$ cat config.mk
export PLATFORM = sky130hd
export DESIGN_NAME = dram_cmd_legality_mon
export DESIGN_NICKNAME = d
export VERILOG_FILES = /design/src/rtl/dram_lgl_pkg.sv /design/src/rtl/dram_cycle_timer.sv /design/src/rtl/dram_cmd_decode.sv /design/src/rtl/dram_bank_tracker.sv /design/src/rtl/dram_cmd_legality_mon.sv
export SDC_FILE = /design/constraint.sdc
export NUM_CORES = 1
export LEC_CHECK = 0
export BUFFER_PORTS_ARGS = -buffer_cell sky130_fd_sc_hd__clkbuf_2
export CORE_MARGIN = 4
export CORE_UTILIZATION = 50
export DETAILED_ROUTE_END_ITERATION = 16
export GPL_TIMING_DRIVEN = 0
export PLACE_DENSITY = 0.71
export SKIP_CTS_REPAIR_TIMING = 1
export SYNTH_ARGS = -nofsm -noshare
export SYNTH_HDL_FRONTEND = slang
export SYNTH_SLANG_ARGS = --single-unit
$ cat constraint.sdc
create_clock -name clk_i -period 2.2 [get_ports clk_i]
set_input_delay 0.11 -clock clk_i [delete_from_list [all_inputs] [get_ports clk_i]]
set_output_delay 0.11 -clock clk_i [all_outputs]
set_load 0.02 [all_outputs]
$ cat src/rtl/dram_lgl_pkg.sv
package dram_lgl_pkg;
  typedef enum logic [2:0] {
    CMD_NOP, CMD_ACT, CMD_RD, CMD_WR, CMD_PRE, CMD_REF, CMD_MRS, CMD_BST
  } cmd_e;

  typedef enum logic [1:0] {
    VC_BANK_STATE = 2'd0,
    VC_TOO_EARLY  = 2'd1,
    VC_NOT_IDLE   = 2'd2,
    VC_UNINIT     = 2'd3
  } viol_code_e;

  function automatic int unsigned ps_to_cyc(int unsigned ps, int unsigned clk_ps);
    return (ps + clk_ps - 1) / clk_ps;
  endfunction
endpackage

$ cat src/rtl/dram_cycle_timer.sv
module dram_cycle_timer #(
  parameter int unsigned CYC = 2
) (
  input  logic clk_i,
  input  logic rst_ni,
  input  logic load_i,
  output logic done_o
);
  localparam int unsigned W = (CYC < 2) ? 1 : $clog2(CYC);
  localparam logic [W-1:0] LD = W'((CYC > 0) ? CYC - 1 : 0);

  logic [W-1:0] cnt_q;

  always_ff @(posedge clk_i or negedge rst_ni) begin
    if (!rst_ni)            cnt_q <= '0;
    else if (load_i)        cnt_q <= LD;
    else if (cnt_q != '0)   cnt_q <= cnt_q - 1'b1;
  end

  assign done_o = (cnt_q == '0);
endmodule

$ cat src/rtl/dram_cmd_decode.sv
module dram_cmd_decode
  import dram_lgl_pkg::*;
(
  input  logic cs_ni,
  input  logic ras_ni,
  input  logic cas_ni,
  input  logic we_ni,
  output cmd_e cmd_o
);
  always_comb begin
    if (cs_ni) cmd_o = CMD_NOP;
    else begin
      unique case ({ras_ni, cas_ni, we_ni})
        3'b011:  cmd_o = CMD_ACT;
        3'b101:  cmd_o = CMD_RD;
        3'b100:  cmd_o = CMD_WR;
        3'b010:  cmd_o = CMD_PRE;
        3'b001:  cmd_o = CMD_REF;
        3'b000:  cmd_o = CMD_MRS;
        3'b110:  cmd_o = CMD_BST;
        default: cmd_o = CMD_NOP;
      endcase
    end
  end
endmodule

$ cat src/rtl/dram_bank_tracker.sv
module dram_bank_tracker #(
  parameter int unsigned T_RCD = 3,
  parameter int unsigned T_RAS = 7,
  parameter int unsigned T_RC  = 10,
  parameter int unsigned T_RP  = 3
) (
  input  logic clk_i,
  input  logic rst_ni,
  input  logic act_i,
  input  logic pre_i,
  output logic open_o,
  output logic rcd_ok_o,
  output logic ras_ok_o,
  output logic rc_ok_o,
  output logic rp_ok_o
);
  always_ff @(posedge clk_i or negedge rst_ni) begin
    if (!rst_ni)     open_o <= 1'b0;
    else if (act_i)  open_o <= 1'b1;
    else if (pre_i)  open_o <= 1'b0;
  end

  dram_cycle_timer #(.CYC(T_RCD)) u_rcd (.clk_i, .rst_ni, .load_i(act_i), .done_o(rcd_ok_o));
  dram_cycle_timer #(.CYC(T_RAS)) u_ras (.clk_i, .rst_ni, .load_i(act_i), .done_o(ras_ok_o));
  dram_cycle_timer #(.CYC(T_RC))  u_rc  (.clk_i, .rst_ni, .load_i(act_i), .done_o(rc_ok_o));
  dram_cycle_timer #(.CYC(T_RP))  u_rp  (.clk_i, .rst_ni, .load_i(pre_i), .done_o(rp_ok_o));
endmodule

$ cat src/rtl/dram_cmd_legality_mon.sv
module dram_cmd_legality_mon
  import dram_lgl_pkg::*;
#(
  parameter int unsigned NUM_BANKS = 4,
  parameter int unsigned CLK_PS    = 6000,
  parameter int unsigned RCD_PS    = 18000,
  parameter int unsigned RP_PS     = 18000,
  parameter int unsigned RAS_PS    = 42000,
  parameter int unsigned RC_PS     = 60000,
  parameter int unsigned RRD_PS    = 12000,
  parameter int unsigned RFC_PS    = 72000,
  parameter int unsigned MRD_CYC   = 2,
  localparam int unsigned BA_W     = $clog2(NUM_BANKS)
) (
  input  logic                 clk_i,
  input  logic                 rst_ni,
  input  logic                 cke_i,
  input  logic                 cs_ni,
  input  logic                 ras_ni,
  input  logic                 cas_ni,
  input  logic                 we_ni,
  input  logic [BA_W-1:0]      ba_i,
  input  logic                 a10_i,
  output logic                 viol_o,
  output logic [1:0]           viol_code_o,
  output logic [NUM_BANKS-1:0] bank_open_o
);
  localparam int unsigned T_RCD = ps_to_cyc(RCD_PS, CLK_PS);
  localparam int unsigned T_RP  = ps_to_cyc(RP_PS,  CLK_PS);
  localparam int unsigned T_RAS = ps_to_cyc(RAS_PS, CLK_PS);
  localparam int unsigned T_RC  = ps_to_cyc(RC_PS,  CLK_PS);
  localparam int unsigned T_RRD = ps_to_cyc(RRD_PS, CLK_PS);
  localparam int unsigned T_RFC = ps_to_cyc(RFC_PS, CLK_PS);

  cmd_e cmd;
  logic cke_q, init_q, deep_q;
  logic fall, rise, run;
  logic [NUM_BANKS-1:0] act_hit, pre_hit, rcd_ok, ras_ok, rc_ok, rp_ok;
  logic rrd_ok, mrd_ok, rfc_ok, mrs_acc, ref_acc, dpd_acc, viol_d;
  viol_code_e code_d;

  dram_cmd_decode u_dec (.cs_ni, .ras_ni, .cas_ni, .we_ni, .cmd_o(cmd));

  for (genvar b = 0; b < NUM_BANKS; b++) begin : g_bank
    dram_bank_tracker #(.T_RCD(T_RCD), .T_RAS(T_RAS), .T_RC(T_RC), .T_RP(T_RP)) u_bank (
      .clk_i, .rst_ni,
      .act_i(act_hit[b]), .pre_i(pre_hit[b]),
      .open_o(bank_open_o[b]), .rcd_ok_o(rcd_ok[b]), .ras_ok_o(ras_ok[b]),
      .rc_ok_o(rc_ok[b]), .rp_ok_o(rp_ok[b])
    );
  end

  dram_cycle_timer #(.CYC(T_RRD))   u_rrd (.clk_i, .rst_ni, .load_i(|act_hit), .done_o(rrd_ok));
  dram_cycle_timer #(.CYC(MRD_CYC)) u_mrd (.clk_i, .rst_ni, .load_i(mrs_acc),  .done_o(mrd_ok));
  dram_cycle_timer #(.CYC(T_RFC))   u_rfc (.clk_i, .rst_ni, .load_i(ref_acc),  .done_o(rfc_ok));

  assign fall = cke_q & ~cke_i;
  assign rise = ~cke_q & cke_i;
  assign run  = cke_q & cke_i;

  always_comb begin
    viol_d  = 1'b0;
    code_d  = VC_BANK_STATE;
    act_hit = '0;
    pre_hit = '0;
    mrs_acc = 1'b0;
    ref_acc = 1'b0;
    dpd_acc = 1'b0;
    if (fall) begin
      // entry mode chosen by the command on the falling-enable edge
      unique case (cmd)
        CMD_NOP: ;
        CMD_REF: if (|bank_open_o) begin viol_d = 1'b1; code_d = VC_NOT_IDLE; end
        CMD_BST: if (|bank_open_o) begin viol_d = 1'b1; code_d = VC_NOT_IDLE; end
                 else dpd_acc = 1'b1;
        default: viol_d = 1'b1;
      endcase
    end else if (run && cmd != CMD_NOP) begin
      if (init_q && !(cmd inside {CMD_PRE, CMD_REF, CMD_MRS})) begin
        viol_d = 1'b1; code_d = VC_UNINIT;
      end else if (!mrd_ok || !rfc_ok) begin
        viol_d = 1'b1; code_d = VC_TOO_EARLY;
      end else begin
        unique case (cmd)
          CMD_ACT:
            if (bank_open_o[ba_i]) viol_d = 1'b1;
            else if (!rc_ok[ba_i] || !rp_ok[ba_i] || !rrd_ok) begin
              viol_d = 1'b1; code_d = VC_TOO_EARLY;
            end else act_hit[ba_i] = 1'b1;
          CMD_RD, CMD_WR:
            if (!bank_open_o[ba_i]) viol_d = 1'b1;
            else if (!rcd_ok[ba_i]) begin viol_d = 1'b1; code_d = VC_TOO_EARLY; end
          CMD_PRE:
            if (a10_i) begin
              if (!(&(ras_ok | ~bank_open_o))) begin viol_d = 1'b1; code_d = VC_TOO_EARLY; end
              else pre_hit = bank_open_o;
            end else if (bank_open_o[ba_i] && !ras_ok[ba_i]) begin
              viol_d = 1'b1; code_d = VC_TOO_EARLY;
            end else pre_hit[ba_i] = bank_open_o[ba_i];
          CMD_REF, CMD_MRS:
            if (|bank_open_o) begin viol_d = 1'b1; code_d = VC_NOT_IDLE; end
            else if (!(&rp_ok)) begin viol_d = 1'b1; code_d = VC_TOO_EARLY; end
            else if (cmd == CMD_REF) ref_acc = 1'b1;
            else mrs_acc = 1'b1;
          default: ;
        endcase
      end
    end
  end

  always_ff @(posedge clk_i or negedge rst_ni) begin
    if (!rst_ni) begin
      cke_q       <= 1'b1;
      init_q      <= 1'b1;
      deep_q      <= 1'b0;
      viol_o      <= 1'b0;
      viol_code_o <= '0;
    end else begin
      cke_q       <= cke_i;
      viol_o      <= viol_d;
      viol_code_o <= code_d;
      if (rise && deep_q) begin
        deep_q <= 1'b0;
        init_q <= 1'b1;
      end else if (dpd_acc) deep_q <= 1'b1;
      if (mrs_acc) init_q <= 1'b0;
    end
  end
endmodule

==> impl_metrics.env, run 1 <==
export IMPL_cp_arrival_ps=2610
export IMPL_syn_area_per_cell_um2=10.1
export IMPL_drv_cap=0
export IMPL_grt_use_total_pct=17.0
export IMPL_min_from="cs_ni"
export IMPL_ant_nets=0
export IMPL_p_per_area_nw_per_um2=1240
export IMPL_synth_area_top_cells="dfrtp_1, ha_1, inv_1, o211ai_2, nand2_1"
export IMPL_initial_utilization_pct=51.2
export IMPL_violations="negative setup slack"
export IMPL_clock_latency_ps=340
export IMPL_grt_pass1_wl_um=11200
export IMPL_status="finished, violations left"
export IMPL_cts_max_path_buffers=2
export IMPL_design_power_total_uw=5060
export IMPL_synthArstFlopShare_pct=100
export IMPL_grt_ovfl_total=0
export IMPL_r2r_start="g_bank[3].u_bank.u_rp.cnt_q[0]$_DFFE_PN0P_"
export IMPL_end_kind="flip-flop"
export IMPL_finalHoldViolCount=0
export IMPL_synth_edf_count=0
export IMPL_seq_area_frac_synth_pct=43.4
export IMPL_n_fill_cell=577
export IMPL_setup_viol=37
export IMPL_cts_max_level=3
export IMPL_layout_drive_gt1_share_pct=26.0
export IMPL_grt_pass1_vias=2392
export IMPL_start_kind="flip-flop"
export IMPL_syn_area_um2=3460
export IMPL_p_leak_uw=0.00189
export IMPL_worstPathRequired_ps=2460
export IMPL_die_w_um=91.2
export IMPL_firstDrtPassIters=4
export IMPL_dp_cells=434
export IMPL_synth_top_cell_by_area="dfrtp_1"
export IMPL_die_area_um2=8320
export IMPL_clock_sinks=60
export IMPL_rsz0062_at_grt="true"
export IMPL_criticalPathCategory="reg2reg"
export IMPL_fin_area_um2=4070
export IMPL_fin_skew_ps=9.35
export IMPL_worst_slack_ps=-156
export IMPL_synthCells=343
export IMPL_ios=17
export IMPL_wl_per_cell_um=15.4
export IMPL_vdd_drop_max_mv=0.657
export IMPL_ys_flop_type="dfrtp_1"
export IMPL_drt_iter0_drc=177
export IMPL_yosysWarnings=0
export IMPL_die_y_um=91.2
export IMPL_nets=408
export IMPL_synth_top_area_share_pct=41.9
export IMPL_clk_pin_slew_ps=70
export IMPL_synth_seq_cells=60
export IMPL_max_freq_mhz=424
export IMPL_clock_root_buffer="clkbuf_8"
export IMPL_num_rows=30
export IMPL_port_buffers=11
export IMPL_synth_cell_types=56
export IMPL_grt_max_degree=61
export IMPL_syn_num_nets=375
export IMPL_hold_path_class="in2reg"
export IMPL_cp_startpoint="g_bank[3].u_bank.u_rp.cnt_q[0]$_DFFE_PN0P_"
export IMPL_antenna_found_initial=0
export IMPL_vias=2602
export IMPL_insertedDiodeCount=0
export IMPL_relSlewSlack_pct=45.8
export IMPL_core_area_um2=6760
export IMPL_wl_um=7110
export IMPL_utilization_pct=60.3
export IMPL_post_dp_cell_area_um2=3620
export IMPL_post_route_min_period_ps=2360
export IMPL_cts_buffers=9
export IMPL_worstPathMaxFanout=6
export IMPL_cts_tree="built"
export IMPL_dp_hpwl_um=4780
export IMPL_final_cells=461
export IMPL_vias_per_cell=5.64
export IMPL_finalCritPeriodShare_pct=107
export IMPL_gpl_final_weighted_congestion=0.897
export IMPL_area_growth_pct=17.6
export IMPL_max_slew_worst_pin_slew_ps=813
export IMPL_slew_viol_final=0
export IMPL_drc=0
-- cells by family (layout without fill, tap and decap cells) --
kind of cell    count (synthesis)  count (layout)  synth area share (%)
buf+inv                        63             101                  7.91
xor+xnor                       18              18                  4.55
simple gates                  101             101                  16.6
fa+ha+maj                      22              22                  7.95
mux                             8               8                  3.47
compound gates                 71              71                  16.1
flops                          60              60                  43.4
-- power breakdown --
part	switching [µW]	leakage (µW)	internal [µW]	total, µW
sequential	272	0.000723	1560	1830
combinational	1130	0.00108	1210	2350
clock	407	0.0000850	473	881
total	1810	0.00189	3250	5060
-- worst max-delay path, stage by stage, from the launching register on --
cell and delay [ps]:
dfrtp_1 410, inv_2 80, ha_4 140, or4bb_1 480
a222oi_1 280, buf_4 180, and4b_4 340, buf_12 180
nand2_8 80, o211ai_2 90
-- flip-flops by register name, summed over array words and instances, names as in the netlist --
name and cells:
init_q 1, g_bank.u_bank.u_rcd.cnt_q 8, g_bank.u_bank.u_ras.cnt_q 12, cke_q 1
g_bank.u_bank.u_rp.cnt_q 8, g_bank.u_bank.u_rc.cnt_q 16, viol_o 1, g_bank.u_bank.open_o 4
u_rrd.cnt_q 1, u_rfc.cnt_q 4, deep_q 1, u_mrd.cnt_q 1
viol_code_o 2
-- cell usage in the layout (no fill, tap or decap), drive strengths merged, types with 4 or more instances in the layout --
| cell type | Yosys | routed |
|---|---|---|
| nor2 | 16 | 16 |
| nor3 | 7 | 7 |
| a221o | 7 | 7 |
| o21ai | 10 | 10 |
| inv | 46 | 46 |
| ha | 22 | 22 |
| nand3 | 7 | 7 |
| nand2 | 36 | 36 |
| xor2 | 11 | 11 |
| clkbuf | 8 | 32 |
| a21oi | 23 | 23 |
| xnor2 | 7 | 7 |
| o211ai | 11 | 11 |
| nand3b | 5 | 5 |
| dfrtp | 58 | 58 |
| buf | 9 | 21 |
| or3 | 4 | 4 |
-- area by class of cell --
cell class                      instances  area, µm²  share of cell area, %
Buffer                                 13       93.8                   2.30
Clock buffer                           16        170                   4.18
Inverter                               46        173                   4.24
Multi-Input combinational cell        220       1840                   45.2
Sequential cell                        60       1500                   36.9
Tap cell                               80        100                   2.46
Timing Repair Buffer                   26        190                   4.67
-- layer usage --
layer / wire (µm) / part of all wire, % / vias up / global-route usage [%]
met5: 0 / 0 / - / 0
met4: 114 / 1.6 / 0 / 6.66
met3: 408 / 5.7 / 17 / 5.22
met2: 3390 / 48 / 61 / 25.9
met1: 3200 / 45 / 1268 / 22.5
li1: - / - / 1256 / -
-- cell usage after synthesis (6+ instances only) --
| cell type | instances |
|---|---|
| buf_4 | 6 |
| xor2_1 | 11 |
| o211ai_2 | 11 |
| inv_1 | 46 |
| a221o_1 | 7 |
| nor3_1 | 7 |
| o21ai_0 | 7 |
| dfrtp_1 | 58 |
| clkbuf_1 | 7 |
| ha_1 | 22 |
| nor2_1 | 15 |
| a21oi_1 | 23 |
| nand2_1 | 32 |
| nand3_1 | 7 |
| xnor2_1 | 7 |
-- final timing paths --
| check | slack [ps] | endpoint | cells after the start |
|---|---|---|---|
| worst max-delay path | -160 | g_bank[0].u_bank.u_rcd.cnt_q[1]$_DFFE_PN0P_ | 9 |
| worst min-delay path | 220 | u_mrd.cnt_q$_DFF_PN0_ | 2 |
| worst max register to register | -160 | g_bank[0].u_bank.u_rcd.cnt_q[1]$_DFFE_PN0P_ | 9 |
| worst min register to register | 490 | g_bank[3].u_bank.u_ras.cnt_q[1]$_DFFE_PN0P_ | 2 |
| max in group asynchronous | 1240 | g_bank[0].u_bank.u_rcd.cnt_q[0]$_DFFE_PN0P_ | 2 |
| min in group asynchronous | 430 | u_rfc.cnt_q[0]$_DFFE_PN0P_ | 2 |
-- stage by stage --
| stage | setup WS (ps) | setup TNS (ps) | hold WS, ps |
|---|---|---|---|
| 2_1_floorplan | 75.3 | 0 | -186 |
| 3_3_place_gp | -256 | -8200 | 256 |
| 3_5_place_dp | -270 | -9090 | 258 |
| 4_1_cts | -298 | -9940 | -112 |
| 5_1_grt | -245 | -7530 | 249 |
| 6_report | -156 | -4050 | 217 |
Power figures use the tool's default switching activity.
==> inputs of run 2 (changes only) <==
ABC_AREA = 1   (was default)
==> impl_metrics.env, run 2 <==
export IMPL_status="finished, final reports clean"
export IMPL_grt_ovfl_total=0
export IMPL_grt_max_degree=61
export IMPL_clock_sinks=60
export IMPL_die_area_um2=8690
export IMPL_fin_skew_ps=9.57
export IMPL_clk_pin_slew_ps=70
export IMPL_wl_per_cell_um=11.5
export IMPL_p_per_area_nw_per_um2=1250
export IMPL_dp_cells=575
export IMPL_port_buffers=15
export IMPL_cts_max_level=3
export IMPL_synth_most_common_cell="nand2_1"
export IMPL_end_kind="flip-flop"
export IMPL_yosysWarnings=0
export IMPL_largest_reg_flops=16
export IMPL_clock_root_buffer="clkbuf_8"
export IMPL_top_register="g_bank.u_bank.u_rc.cnt_q"
export IMPL_synthCells=464
export IMPL_dp_hpwl_um=5110
export IMPL_synth_adder_area_share_pct=7.58
export IMPL_cts_tree="built"
export IMPL_vdd_drop_max_mv=0.571
export IMPL_synth_top_family_by_area="simple AND/OR/NAND/NOR gates"
export IMPL_switching_power_uw=1970
export IMPL_relSlewSlack_pct=45.1
export IMPL_synthSimpleGateAreaFrac_pct=30.8
export IMPL_max_slew_worst_pin_slew_ps=823
export IMPL_final_cells=593
export IMPL_initial_utilization_pct=52.6
export IMPL_vias_per_cell=4.88
export IMPL_num_rows=30
export IMPL_final_common_cell="nand2_1"
export IMPL_cts_max_path_buffers=2
export IMPL_muxShareOfSynthArea_pct=0.552
export IMPL_synth_xor_area_share_pct=2.17
export IMPL_seq_power_share_pct=36.5
export IMPL_cts_buffers=9
export IMPL_p_clk_share_pct=18.2
export IMPL_synth_compound_area_share_pct=6.55
export IMPL_start_kind="flip-flop"
export IMPL_swShare_pct=39.1
export IMPL_grt_use_total_pct=17.5
export IMPL_finalCritPeriodShare_pct=86.3
export IMPL_drc=0
export IMPL_post_route_min_period_ps=1900
export IMPL_min_from="we_ni"
export IMPL_ys_flop_type="dfrtp_1"
export IMPL_multiInputGateArea_um2=1730
export IMPL_layout_drive_gt1_share_pct=17.5
export IMPL_worstPathMaxFanout=6
export IMPL_whs_path_depth=4
export IMPL_synth_seq_cells=60
export IMPL_r2r_end="viol_o$_DFF_PN0_"
export IMPL_synth_top_area_share_pct=40.0
export IMPL_wl_um=6790
export IMPL_drv_cap=0
export IMPL_seq_area_frac_synth_pct=41.4
export IMPL_die_y_um=93.2
export IMPL_ios=17
export IMPL_hold_path_class="in2reg"
export IMPL_hold_ws_ps=125
export IMPL_worstPathRequired_ps=2430
export IMPL_grt_pass1_vias=2654
export IMPL_nets=524
export IMPL_finalHoldViolCount=0
export IMPL_p_int_uw=3070
export IMPL_syn_area_um2=3630
export IMPL_firstDrtPassIters=5
export IMPL_cp_arrival_ps=2130
export IMPL_insertedDiodeCount=0
export IMPL_finalSetupTns_ps=0
export IMPL_core_area_um2=6910
export IMPL_synthArstFlopShare_pct=100
export IMPL_r2r_worst_path_cells=12
export IMPL_antenna_found_initial=0
export IMPL_wl_met3_um=241
export IMPL_drt_iter0_drc=195
export IMPL_r2r_setup_slack_ps=300
export IMPL_grt_pass1_wl_um=11800
export IMPL_ant_nets=0
export IMPL_met1_length_um=3160
export IMPL_rsz0062_at_grt="false"
export IMPL_syn_num_nets=496
export IMPL_n_fill_cell=647
export IMPL_synth_top_cell_by_area="dfrtp_1"
export IMPL_syn_area_per_cell_um2=7.82
export IMPL_synthTopCellsByCount="nand2_1, inv_1, dfrtp_1"
export IMPL_slew_viol_final=0
export IMPL_p_leak_uw=0.00218
export IMPL_vias=2894
export IMPL_area_growth_pct=11.1
export IMPL_die_w_um=93.2
export IMPL_synth_cell_types=33
export IMPL_setup_viol=0
export IMPL_max_freq_mhz=526
export IMPL_gpl_final_weighted_congestion=0.905
export IMPL_combPwrFrac_pct=45.3
export IMPL_synth_area_top_cells="dfrtp_1, nand2_1, inv_1, ha_1, nor2_1"
export IMPL_regArea_um2=1500
export IMPL_worstHoldEndpoint="u_mrd.cnt_q$_DFF_PN0_"
export IMPL_r2r_start="g_bank[2].u_bank.u_ras.cnt_q[0]$_DFFE_PN0P_"
export IMPL_final_cell_mix="nand2_1, inv_1, dfrtp_1"
export IMPL_synth_edf_count=0
export IMPL_reg_top3="g_bank.u_bank.u_rc.cnt_q x16, g_bank.u_bank.u_ras.cnt_q x12"
export IMPL_wl_met2_um=3280
export IMPL_routed_top_layer="met4"
export IMPL_criticalPathCategory="reg2reg"
export IMPL_clock_latency_ps=340
-- run 2: metrics by stage --
stage | total power, µW | instance area [µm²] | utilization, % | setup WS, ps
floorplan | 3690 | 3630 | - | 579
global placement | 4000 | 3820 | 55.4 | 198
detailed placement | 4150 | 3830 | 55.4 | 216
CTS | 5100 | 4010 | 58.1 | 206
global route | 5590 | 4030 | 58.4 | 113
finish | 5040 | 4030 | 58.4 | 301
-- run 2: area by class of cell --
type | instances | area share [%]
Multi-Input combinational cell | 309 | 43.0
Clock inverter | 2 | 0.248
Sequential cell | 60 | 37.3
Tap cell | 96 | 2.98
Inverter | 89 | 8.50
Buffer | 6 | 1.30
Clock buffer | 14 | 4.28
Timing Repair Buffer | 17 | 2.42
-- run 2: worst max-delay path by stage --
stage,startpoint,endpoint,slack (ps)
2_1_floorplan,g_bank[1].u_bank.u_ras.cnt_q[0]$_DFFE_PN0P_,viol_o$_DFF_PN0_,580
3_3_place_gp,g_bank[2].u_bank.u_ras.cnt_q[0]$_DFFE_PN0P_,viol_o$_DFF_PN0_,200
3_5_place_dp,g_bank[2].u_bank.u_ras.cnt_q[0]$_DFFE_PN0P_,viol_o$_DFF_PN0_,220
4_1_cts,g_bank[2].u_bank.u_ras.cnt_q[0]$_DFFE_PN0P_,viol_o$_DFF_PN0_,210
5_1_grt,g_bank[2].u_bank.u_ras.cnt_q[0]$_DFFE_PN0P_,viol_o$_DFF_PN0_,110
6_report,g_bank[2].u_bank.u_ras.cnt_q[0]$_DFFE_PN0P_,viol_o$_DFF_PN0_,300
-- run 2: cell families after synthesis --
family / Yosys count
fa+ha+maj: 22
xor+xnor: 9
flops: 60
simple gates: 234
mux: 2
buf+inv: 95
compound gates: 42
-- run 2: per-layer routing --
layer / global-route usage [%] / up-vias
met2: 28.4 / 49
met4: 7.20 / 0
met5: 0 / -
met3: 4.42 / 8
met1: 22.2 / 1335
li1: - / 1502
-- run 2: worst max-delay path: stages, from the launching register on --
cell and delay (ps):
dfrtp_1 370, inv_1 80, ha_1 150, ha_1 220, inv_1 120, nand2_1 100, nand3_1 80, nor2_2 230
nor2_1 90, a21oi_1 160, nand3_1 80, nand2_1 60, nand2_1 60
-- run 2: power by group through the flow --
stage / clock, µW / combinational (µW) / sequential (µW)
global route: 993 / 2690 / 1910
floorplan: 0 / 1880 / 1810
detailed placement: 0 / 2290 / 1860
finish: 915 / 2280 / 1840
CTS: 938 / 2320 / 1840
global placement: 0 / 2160 / 1840
